[config.mk]
export PLATFORM = sky130hd
export DESIGN_NAME = mcm_mapper
export DESIGN_NICKNAME = d
export VERILOG_FILES = /design/src/rtl/mcm_pkg.sv /design/src/rtl/mcm_ctrl.sv /design/src/rtl/mcm_rom_map.sv /design/src/rtl/mcm_ram_gate.sv /design/src/rtl/mcm_mapper.sv
export SDC_FILE = /design/constraint.sdc
export NUM_CORES = 1
export LEC_CHECK = 0
export BUFFER_PORTS_ARGS = -buffer_cell sky130_fd_sc_hd__buf_2
export CAP_MARGIN = 20
export CORE_MARGIN = 3
export CORE_UTILIZATION = 40
export DETAILED_ROUTE_END_ITERATION = 6
export PLACE_DENSITY = 0.59
export SETUP_SLACK_MARGIN = 0.2
export SYNTH_ARGS = -nofsm -noshare
export SYNTH_HDL_FRONTEND = slang
export SYNTH_SLANG_ARGS = --single-unit
[constraint.sdc]
create_clock -name clk -period 13.9 [get_ports clk]
set_input_delay 1.39 -clock clk [delete_from_list [all_inputs] [get_ports clk]]
set_output_delay 1.39 -clock clk [all_outputs]
set_load 0.005 [all_outputs]
[src/rtl/mcm_pkg.sv]
package mcm_pkg;
  typedef enum logic [1:0] {SRC_FILL, SRC_ROM, SRC_RAM} rd_src_t;
  localparam logic [2:0] WIN_CTRL0 = 3'd0;
  localparam logic [2:0] WIN_BANK  = 3'd1;
  localparam logic [2:0] WIN_RAMSEL = 3'd2;
  localparam logic [2:0] WIN_XRAM  = 3'd5;
  localparam logic [7:0] FILL_BYTE = 8'hFF;
endpackage

[src/rtl/mcm_ctrl.sv]
module mcm_ctrl #(
  parameter int ROM_BANK_W = 7,
  parameter int RAM_BANK_W = 4
) (
  input  logic                  clk,
  input  logic                  rst,
  input  logic                  wr,
  input  logic [2:0]            region,
  input  logic [7:0]            wdata,
  input  logic [ROM_BANK_W:0]   rom_cnt,
  input  logic [RAM_BANK_W:0]   ram_cnt,
  output logic                  banked,
  output logic [5:0]            base,
  output logic [7:0]            offset,
  output logic [RAM_BANK_W-1:0] ram_bank,
  output logic                  ram_en
);
  import mcm_pkg::*;

  localparam int CW = (ROM_BANK_W + 2 > 9) ? ROM_BANK_W + 2 : 9;
  localparam int RW = (RAM_BANK_W + 1 > 8) ? RAM_BANK_W + 1 : 8;

  logic [CW-1:0]         cnt_w, lim, base_w, data_w;
  logic [5:0]            base_mod;
  logic [7:0]            off_clamp;
  logic [RAM_BANK_W-1:0] rb_mod;

  always_comb begin
    cnt_w  = CW'(rom_cnt);
    lim    = cnt_w - CW'(3);
    base_w = CW'(base);
    data_w = CW'(wdata);
    base_mod = '0;
    if (cnt_w > CW'(2))
      base_mod = 6'(CW'(wdata[5:0]) % (cnt_w - CW'(2)));
    if (cnt_w < CW'(3) || base_w > lim)
      off_clamp = '0;
    else if (base_w + data_w > lim)
      off_clamp = 8'(lim - base_w);
    else
      off_clamp = wdata;
    rb_mod = '0;
    if (ram_cnt != '0)
      rb_mod = RAM_BANK_W'(RW'(wdata) % RW'(ram_cnt));
  end

  always_ff @(posedge clk) begin
    if (rst) begin
      banked   <= 1'b0;
      base     <= '0;
      offset   <= 8'd1;
      ram_bank <= '0;
      ram_en   <= 1'b0;
    end else if (wr) begin
      case (region)
        WIN_CTRL0: begin
          if (!banked) banked <= 1'b1;
          else         ram_en <= (wdata[3:0] == 4'hA);
        end
        WIN_BANK: begin
          if (!banked) base   <= base_mod;
          else         offset <= off_clamp;
        end
        WIN_RAMSEL: begin
          if (banked) ram_bank <= rb_mod;
        end
        default: ;
      endcase
    end
  end
endmodule

[src/rtl/mcm_rom_map.sv]
module mcm_rom_map #(
  parameter int ROM_BANK_W = 7
) (
  input  logic                   banked,
  input  logic [5:0]             base,
  input  logic [7:0]             offset,
  input  logic [14:0]            addr,
  output logic [ROM_BANK_W+13:0] rom_addr
);
  localparam int ROM_AW = ROM_BANK_W + 14;

  logic [ROM_BANK_W-1:0] bank_idx;

  always_comb begin
    bank_idx = ROM_BANK_W'(2) + ROM_BANK_W'(base)
             + (addr[14] ? ROM_BANK_W'(offset) : '0);
    if (banked)
      rom_addr = {bank_idx, addr[13:0]};
    else
      rom_addr = ROM_AW'(addr);
  end
endmodule

[src/rtl/mcm_ram_gate.sv]
module mcm_ram_gate #(
  parameter int RAM_BANK_W = 4
) (
  input  logic                   rd,
  input  logic                   wr,
  input  logic [15:0]            addr,
  input  logic                   ram_en,
  input  logic [RAM_BANK_W:0]    ram_cnt,
  input  logic [RAM_BANK_W-1:0]  ram_bank,
  output logic [RAM_BANK_W+12:0] ram_addr,
  output logic                   we,
  output mcm_pkg::rd_src_t       src
);
  import mcm_pkg::*;

  logic in_win, open;

  always_comb begin
    in_win   = (addr[15:13] == WIN_XRAM);
    open     = ram_en && (ram_cnt != '0);
    ram_addr = {ram_bank, addr[12:0]};
    we       = wr && in_win && open;
    if (rd && !addr[15])
      src = SRC_ROM;
    else if (rd && in_win && open)
      src = SRC_RAM;
    else
      src = SRC_FILL;
  end
endmodule

[src/rtl/mcm_mapper.sv]
module mcm_mapper #(
  parameter int ROM_BANK_W = 7,
  parameter int RAM_BANK_W = 4
) (
  input  logic                   clk,
  input  logic                   rst,
  input  logic [15:0]            cpu_addr,
  input  logic [7:0]             cpu_wdata,
  input  logic                   cpu_wr,
  input  logic                   cpu_rd,
  input  logic [ROM_BANK_W:0]    rom_banks,
  input  logic [RAM_BANK_W:0]    ram_banks,
  input  logic [7:0]             rom_rdata,
  input  logic [7:0]             ram_rdata,
  output logic [ROM_BANK_W+13:0] rom_addr,
  output logic [RAM_BANK_W+12:0] ram_addr,
  output logic [7:0]             ram_wdata,
  output logic                   ram_we,
  output logic [7:0]             cpu_rdata
);
  import mcm_pkg::*;

  localparam int ROM_AW = ROM_BANK_W + 14;
  localparam int RAM_AW = RAM_BANK_W + 13;

  logic                  banked, ram_en;
  logic [5:0]            base_bank;
  logic [7:0]            off_bank;
  logic [RAM_BANK_W-1:0] ram_bank;
  logic [ROM_AW-1:0]     rom_addr_d;
  logic [RAM_AW-1:0]     ram_addr_d;
  logic                  we_d;
  rd_src_t               src_d, src_q;

  mcm_ctrl #(.ROM_BANK_W(ROM_BANK_W), .RAM_BANK_W(RAM_BANK_W)) u_ctrl (
    .clk(clk), .rst(rst), .wr(cpu_wr), .region(cpu_addr[15:13]),
    .wdata(cpu_wdata), .rom_cnt(rom_banks), .ram_cnt(ram_banks),
    .banked(banked), .base(base_bank), .offset(off_bank),
    .ram_bank(ram_bank), .ram_en(ram_en)
  );

  mcm_rom_map #(.ROM_BANK_W(ROM_BANK_W)) u_rom_map (
    .banked(banked), .base(base_bank), .offset(off_bank),
    .addr(cpu_addr[14:0]), .rom_addr(rom_addr_d)
  );

  mcm_ram_gate #(.RAM_BANK_W(RAM_BANK_W)) u_ram_gate (
    .rd(cpu_rd), .wr(cpu_wr), .addr(cpu_addr), .ram_en(ram_en),
    .ram_cnt(ram_banks), .ram_bank(ram_bank),
    .ram_addr(ram_addr_d), .we(we_d), .src(src_d)
  );

  always_ff @(posedge clk) begin
    if (rst) begin
      rom_addr  <= '0;
      ram_addr  <= '0;
      ram_wdata <= '0;
      ram_we    <= 1'b0;
      src_q     <= SRC_FILL;
    end else begin
      rom_addr  <= rom_addr_d;
      ram_addr  <= ram_addr_d;
      ram_wdata <= cpu_wdata;
      ram_we    <= we_d;
      src_q     <= src_d;
    end
  end

  always_comb begin
    case (src_q)
      SRC_ROM: cpu_rdata = rom_rdata;
      SRC_RAM: cpu_rdata = ram_rdata;
      default: cpu_rdata = FILL_BYTE;
    endcase
  end
endmodule

; Word level (Yosys, flattened, before mapping)
; Cells that the tools add are included.
[classes]
addsub = 6
n_div = 2
n_lt_le_gt_ge = 4
eq_ne = 6
mux = 9
bitwise = 1
reduce_logical = 17
[op_table]
columns = operator, count
row1 = two-way mux 7 bit, 3
row2 = "subtractor 8 x 2 -> 9 bit, second input constant", 2
row3 = case mux 8 bit (2 select lines), 1
row4 = two-way mux 15 bit, 1
row5 = AND reduction 3 bit, 4
row6 = adder 6 x 8 -> 9 bit, 1
row7 = > comparator 6 x 9 -> 1 bit, 1
row8 = > comparator 9 bit, 1
row9 = modulo 6 x 9 -> 9 bit, 1
row10 = "> comparator 8 x 2 -> 1 bit, second input constant", 1
row11 = "< comparator 8 x 2 -> 1 bit, second input constant", 1
row12 = modulo 8 x 5 -> 8 bit, 1
row13 = "adder 2 x 6 -> 7 bit, first input constant", 1
row14 = adder 7 bit, 1
row15 = subtractor 7 x 6 -> 7 bit, 1
row16 = logical AND 1 bit, 6
row17 = two-way mux 6 bit, 1
row18 = nonzero test 5 bit, 1
row19 = "equality test 4 bit, second input constant", 1
row20 = two-way mux 4 bit, 1
row21 = OR reduction 2 bit, 2
row22 = "equality test 3 x 1 -> 1 bit, second input constant", 1
row23 = "equality test 3 x 2 -> 1 bit, second input constant", 1
row24 = "equality test 3 bit, second input constant", 1
row25 = 9 further kinds, 9
[totals]
ff_bits = 68
inputBits = 57
out_inout_bits = 55
wordCells = 57

; Longest topological paths before layout
; Gate-level depths: netlist of the first run.
[depth]
word_depth = 5
depth_mapped = 66
mapped_depth_nobuf = 63

; Modules after synthesis
; Synthesis of the first run repeated with hierarchy kept, for this count alone.
[hier_totals]
hier_cells = 878
area_unflattened_um2 = 7409.6
[modules_own_cells]
columns = mod, n_inst, cells_each, area_per_inst_um2, seq_area_each_um2
row1 = mcm_ctrl, 1, 677, 5298.8, 400.4
row2 = mcm_mapper, 1, 118, 1465.2, 980.9
row3 = mcm_rom_map, 1, 58, 466.7, 0.0
row4 = mcm_ram_gate, 1, 25, 178.9, 0.0

; Worst setup path after synthesis of the first run
; Ideal clock, no wire load.
[synth_path]
path_kind = in2reg
start = input port rom_banks[2]
end = register u_ctrl.base[0]
setup_ns = 0.071
arrival_ns = 13.767
required_time_ns = 13.829
slack_ns = 0.062
stages = 60
path_buffers = 3
cell_sequence = buf_2 -> inv_1 -> ha_1 -> xnor2_1 -> nand3_1 -> a21o_1 -> nor2_1 -> ha_1 -> o21ai_0 -> nor4b_1 -> ha_1 -> o21a_1 -> o2111a_2 -> nor2b_4 -> ha_1 -> o21a_1 -> o21a_1 -> o21a_1 -> (+24 left out) -> a21o_1 -> a21oi_1 -> nor2b_1 -> o41a_1 -> o21a_1 -> clkbuf_1 -> a21oi_1 -> ha_1 -> nor2b_1 -> o21ai_0 -> a21boi_0 -> o21ai_0 -> a21oi_1 -> a311oi_1 -> o21bai_1 -> clkbuf_1 -> a211o_1 -> a21oi_1
[synth_between]
elab_chain_len = 3
word_cells_on_any_way = 4
cone_classes = add/sub: 1 / div: 1 / order compare: 1 / mux: 1
[synth_rtl]
columns = item, line_no
row1 = start: declaration, mcm_mapper.sv:11  ; input logic [ROM_BANK_W:0] rom_banks,
row2 = subtractor 8 x 2 -> 9 bit, mcm_ctrl.sv:35  ; base_mod = 6'(CW'(wdata[5:0]) % (cnt_w - CW'(2)));
row3 = modulo 6 x 9 -> 9 bit, mcm_ctrl.sv:35
row4 = two-way mux 6 bit *, mcm_ctrl.sv:34  ; if (cnt_w > CW'(2))
row5 = end signal: assignment, mcm_ctrl.sv:61  ; if (!banked) base <= base_mod;
row6 = end: declaration, mcm_ctrl.sv:13  ; output logic [5:0] base,
; Every way passes the cells marked *; elsewhere a longest branch is shown, timed or not.
; A chain may end at the register's enable or synchronous reset.

; Worst setup path in the final report of the first run
; Same ends and word-level chain as after synthesis.

==> qor.csv, run 1 <==
metric,value,unit
end point of the critical path,u_ctrl.base[0],
drt wl/cell,15.79,µm
I/O pins,112,
IO Port Bufs,111,
drt total wl,18340,µm
fraction of layout cells with a size suffix above 1,0.2285,
final hold vios,0,
hold_sp,u_ctrl.offset[2],
Max Cap Viol,0,
Final HPWL DP,15050,µm
Peak VDD IR,0.07213,mV
largest family of logic cells by synthesized area,adder cells,
first-pass GRT wire length,28700,µm
Netlist cell types,82,
unrepaired setup endpoints after global routing,no,
#FFs+latches synth,55,
vias post-DR,6145,
"top cells by area, synth","ha_1, dfxtp_1, xnor2_1, nor2_1, o21a_1",
H-tree depth,2,
Longest Clk Path Bufs,2,
largest net degree at the start of global routing,41,
post-synthesis xor/xnor area fraction,0.05980,
"Remaining Overflow, GRT",0,
DIE AREA,0.01882,mm²
post-route ant nets,0,
Max-slew headroom,0.4852,
peak fanout along the critical path,6,
fin crit share,0.9386,
Compound-Gate Fraction of Synth Area,0.2154,
Fillers,1702,
cells on worst reg2reg path,15,
element type at the critical path start,input pin,
# setup viols final,0,
Hold Path Class,flip-flop to flip-flop,
Final min period,13050,ps
Cells after Synth,829,
Pre-antenna DRT Iters,4,
fin nets,1122,
area share of and/or/nand/nor cells after synthesis,0.1977,
core area,0.01670,mm²
cell mode on critical path,o21a_1,
Area growth syn-to-layout,15.85,%
overall routing resource usage,0.1904,
initial antenna violation count,1,
Detailed Route Iter0 Violations,269,
Reg-to-Reg Start,u_ctrl.base[1],
Setup TNS,0,ps
CP endpoint kind,flip-flop,
count of yosys warnings during synthesis,0,
"Data arrival, critical path",13270,ps
PwrDens,101.9,mW/mm²
hold_buf cts,0,
CP Data Required Time,14120,ps
cell with the most instances after synthesis,ha_1,
"area leader, netlist",ha_1,
post-synthesis mux area share,0.07197,
post-layout util,0.4775,
die outline width,137.2,µm
post-synthesis cell area,0.006884,mm²
insertion delay to the later sink of the worst-skew pair,300,ps
clock-pin slew on the worst setup and hold paths,70,ps
antenna diode count,0,
FMAX,76.65,MHz
"EDFF count, synth",0,
Worst Max-Slew Pin Slew,772.3,ps
critical path class,input pin to flip-flop,
Pins Over Slew Limit,0,
ys flop type,dfxtp_1,
Initial Util,0.4122,
CP max stage delay,370,ps
Reg-to-Reg End,u_ctrl.offset[0],
outcome,finished clean,
Synth top area share,0.2181,
Adder-Cell Fraction of Synth Area,0.2341,
Sink Count,55,
Vias/cell,5.293,
Worst Setup SP,rom_banks[2],
Pleak,3.800,nW
CTS tree,built,
GP Congestion,0.8415,
Site Rows,47,
async set-or-reset flop fraction in the synthesized netlist,0,
Syn Area/Cell,8.304,µm²
Post-synth top cells,"ha_1, nor2_1, dfxtp_1, inv_1",
DRC viols,0,
TritonCTS buffer count,5,
slowest stage cell on the critical path,o41a_1,
reg2reg setup slack,10250,ps
skew final,4.654,ps
die height,137.2,µm
clk root buf,clkbuf_16,
post-synthesis sequential area ratio,0.1599,
vias in the first global route,5708,
[state kept, by name (all words and copies together) (netlist names)]
name / count
ram_wdata: 8
u_ctrl.banked: 1
u_ctrl.ram_en: 1
rom_addr: 21
ram_we: 1
ram_addr: 4
u_ctrl.ram_bank: 4
u_ctrl.offset: 7
u_ctrl.base: 6
src_q: 2
[cell usage in the layout, fill, tap and decap left out, drive strengths merged, types with 3 or more instances in the layout]
master   instances
or3              6
o31ai            5
o31a             3
nand3           10
and2             9
mux2            29
o211ai           3
a21oi           45
nand2b          12
a21o            19
or4b             3
nor2b           35
or2              5
nor2            72
ha             120
nor3            34
o21ai           41
a211o            3
or4              4
o211a            4
inv             56
nor4b            4
dfxtp           55
fa               5
buf            140
nand4            6
nand2           43
a211oi           5
o22ai            3
xor2            10
mux2i           15
a221o           10
o21bai           7
o21a            35
a31oi            3
o2bb2ai          3
nor3b            5
xnor2           37
a21boi           3
clkbuf           5
[per-layer routing]
| metal | up-vias | global-route usage | routed length, µm |
|---|---|---|---|
| met5 | - | 0 | 13 |
| li1 | 3205 | - | - |
| met1 | 2776 | 0.2474 | 8469 |
| met2 | 138 | 0.3365 | 8571 |
| met3 | 24 | 0.02301 | 999 |
| met4 | 2 | 0.04379 | 281 |
[worst max-delay path: cells and delay by family]
kind / cells / cell delay [ps]
and+or+nand+nor: 11 / 1580
AOI/OAI and AO/OA: 35 / 6550
adders and majority gates: 9 / 2540
buffers and inverters: 4 / 520
muxes: 3 / 660
[final cells by class]
type | count | area (µm²) | share of cell area
well taps | 220 | 275.3 | 0.03452
clock inverters | 3 | 46.29 | 0.005805
multi-input cells | 683 | 5448 | 0.6831
clock buffers | 5 | 125.1 | 0.01569
inverters | 55 | 206.4 | 0.02589
flip-flops and latches | 55 | 1101 | 0.1381
repair buffers | 140 | 773.2 | 0.09696
[how the worst min path moves through the flow]
stage | to | slack, ps | cells after the start
CTS | u_ctrl.offset[2] | 450 | 2
global route | u_ctrl.offset[3] | 490 | 2
floorplan | u_ctrl.offset[2] | 420 | 2
finish | u_ctrl.offset[2] | 450 | 2
global placement | u_ctrl.offset[2] | 430 | 2
detailed placement | u_ctrl.offset[2] | 440 | 2
[per-stage QoR]
step	cell area [µm²]	hold WS (ps)	setup slack [ps]	cells	total power (W)
CTS	7871	454.2	259.0	1154	0.0008098
floorplan	6895	416.7	220.6	830	0.0005651
global route	7975	487.8	106.4	1161	0.0008811
finish	7975	445.3	854.1	1161	0.0008124
detailed placement	7689	437.2	-151.2	1146	0.0006590
global placement	7689	432.4	91.70	1146	0.0006571
[logic make-up (layout without fill, tap and decap cells)]
logic type / Yosys count / after routing
AOI/OAI and AO/OA: 206 / 207
xor gates and xnor gates: 47 / 47
adders and majority gates: 126 / 126
buffers and inverters: 93 / 203
DFF: 55 / 55
muxes: 44 / 44
other: 1 / 2
and+or+nand+nor: 257 / 257
[power by group]
group,switching [W],total [W],internal (W)
sequential,0.00000347,0.000166,0.000162
clock,0.0000621,0.000148,0.0000858
combinational,0.000261,0.000499,0.000238
total,0.000326,0.000812,0.000486
[timing repair]
action | in CTS | in global routing
endpoints found under the setup margin | 3 | 6
buffers inserted | 0 | 6
gates cloned | 0 | 1
pin swaps | 0 | 8
gates resized for setup | 2 | 19
No activity file was read; power rests on OpenSTA's default activity.
==> run 2, diff against run 1 <==
--- a/config.mk
+++ b/config.mk
@@ -7,10 +7,12 @@
 export LEC_CHECK = 0
 export BUFFER_PORTS_ARGS = -buffer_cell sky130_fd_sc_hd__buf_2
 export CAP_MARGIN = 20
+export CELL_PAD_IN_SITES_DETAIL_PLACEMENT = 0
+export CELL_PAD_IN_SITES_GLOBAL_PLACEMENT = 1
 export CORE_MARGIN = 3
-export CORE_UTILIZATION = 40
+export CORE_UTILIZATION = 39
 export DETAILED_ROUTE_END_ITERATION = 6
-export PLACE_DENSITY = 0.59
+export PLACE_DENSITY = 0.75
 export SETUP_SLACK_MARGIN = 0.2
 export SYNTH_ARGS = -nofsm -noshare
 export SYNTH_HDL_FRONTEND = slang
==> run 2 against run 1 <==
Against the previous run:
- sequential power hardly changed
- via count is 1.4% higher
- cell count rose by 0.69%
- fmax rose by 0.49%
- non-clock buffer count increased by 10
- count of clock-buffer cells in the layout increased by 1
- critical path type unchanged
- highest routed layer is now met4
==> qor.csv, run 2 (synthesis results as in run 1) <==
metric,value,unit
outcome,finished clean,
post-layout util,0.4814,
CTS tree,built,
most frequent cells in the layout,"ha_1, buf_2, nor2_1, dfxtp_1, inv_1",
Max-slew headroom,0.3927,
FMAX,77.03,MHz
critical path class,input pin to flip-flop,
Final Hold Slack,457.0,ps
"most common cell after layout, fill and taps aside",ha_1,
biggest regs,"rom_addr x21, ram_wdata x8, u_ctrl.offset x7",
Largest register FFs,21,
Final Instance Area,0.008153,mm²
final hold vios,0,
cell mode on critical path,o21a_1,
IO Port Bufs,111,
DIE AREA,0.01928,mm²
fraction of layout cells with a size suffix above 1,0.2466,
clk root buf,clkbuf_16,
TritonCTS buffer count,5,
CP endpoint kind,flip-flop,
slowest stage cell on the critical path,o41a_1,
Hold Path Class,flip-flop to flip-flop,
Post-DP Area,0.007741,mm²
Biggest register,rom_addr,
Worst Max-Slew Pin Slew,904.5,ps
core area,0.01694,mm²
"Remaining Overflow, GRT",0,
Area growth syn-to-layout,18.43,%
GP Congestion,0.8693,
CP max stage delay,430,ps
Initial Util,0.4065,
# setup viols final,0,
"Data arrival, critical path",13220,ps
Peak VDD IR,0.08236,mV
first-pass GRT wire length,29810,µm
overall routing resource usage,0.1849,
DRC viols,0,
Site Rows,47,
drt total wl,18350,µm
insertion delay to the later sink of the worst-skew pair,290,ps
CP Data Required Time,14140,ps
peak fanout along the critical path,8,
Pins Over Slew Limit,0,
unrepaired setup endpoints after global routing,no,
Vias/cell,5.328,
element type at the critical path start,input pin,
Longest Clk Path Bufs,2,
vias post-DR,6228,
Fillers,1680,
largest net degree at the start of global routing,41,
Final min period,12980,ps
H-tree depth,2,
drt wl/cell,15.69,µm
Pleak,3.855,nW
vias in the first global route,5990,
I/O pins,112,
clock-pin slew on the worst setup and hold paths,70,ps
PwrDens,100.5,mW/mm²
die height,138.9,µm
Detailed Route Iter0 Violations,218,
Sink Count,55,
initial antenna violation count,0,
fin crit share,0.9340,
antenna diode count,0,
post-route ant nets,0,
fin nets,1131,
Max Cap Viol,0,
Pre-antenna DRT Iters,4,
skew final,5.893,ps
die outline width,138.9,µm
Final HPWL DP,15040,µm
==> run 2: where the power goes <==
group          switching [W]  internal, W  total (W)  leakage (nW)
clock network      0.0000549    0.0000842   0.000139        0.0769
registers         0.00000361     0.000162   0.000166         0.450
logic               0.000267     0.000247   0.000514          3.33
==> run 2: critical path, delay by kind of cell <==
| kind | cells | cell delay [ps] |
|---|---|---|
| AO/OA/AOI/OAI | 31 | 5730 |
| buffers and inverters | 7 | 1060 |
| adder cells (fa/ha/maj) | 8 | 2340 |
| multiplexers | 5 | 1360 |
| AND/OR/NAND/NOR | 10 | 1310 |
==> run 2: layer usage <==
metal	part of all wire	up-vias	routed length [µm]	track usage
li1	-	3219	-	-
met1	0.47	2860	8712	0.2409
met2	0.48	135	8755	0.3321
met3	0.037	14	685	0.02241
met4	0.010	0	191	0.03193
met5	0	-	0	0
==> run 2: final timing paths <==
path / from / end / slack [ps] / depth (start not counted)
setup / recovery: rom_banks[1] / u_ctrl.base[2] / 920 / 61
hold / removal: u_ctrl.ram_en / u_ctrl.ram_en / 460 / 2
setup reg to reg: u_ctrl.base[1] / u_ctrl.offset[1] / 10300 / 15
hold reg to reg: u_ctrl.ram_en / u_ctrl.ram_en / 460 / 2
==> run 2: cell type report <==
type | count | area [µm²] | share of cell area
multi-input combinational | 682 | 5560 | 0.6820
sequential | 55 | 1101 | 0.1351
timing repair buffer | 150 | 850.8 | 0.1044
tap | 220 | 275.3 | 0.03376
inverter | 55 | 206.4 | 0.02532
clock buffer | 6 | 128.9 | 0.01581
clock inverter | 1 | 30.03 | 0.003683
==> run 2: what timing repair did <==
item / 4_1_cts / 5_1_grt
buffers inserted: 0 / 9
hold buffers: 0 / 0
hold endpoints to repair: 0 / 0
pin swaps: 0 / 17
endpoints found under the setup margin: 6 / 6
resized for setup: 2 / 39
==> run 2: per-stage QoR <==
stage	power, W	cells	setup TNS [ps]	worst slack, ps
finish	0.0008193	1169	0	917.5
global route	0.0008901	1169	0	184.2
CTS	0.0008088	1160	0	221.4
detailed placement	0.0006659	1153	-983.8	-208.4
global placement	0.0006646	1153	0	91.81
floorplan	0.0005651	830	0	220.6
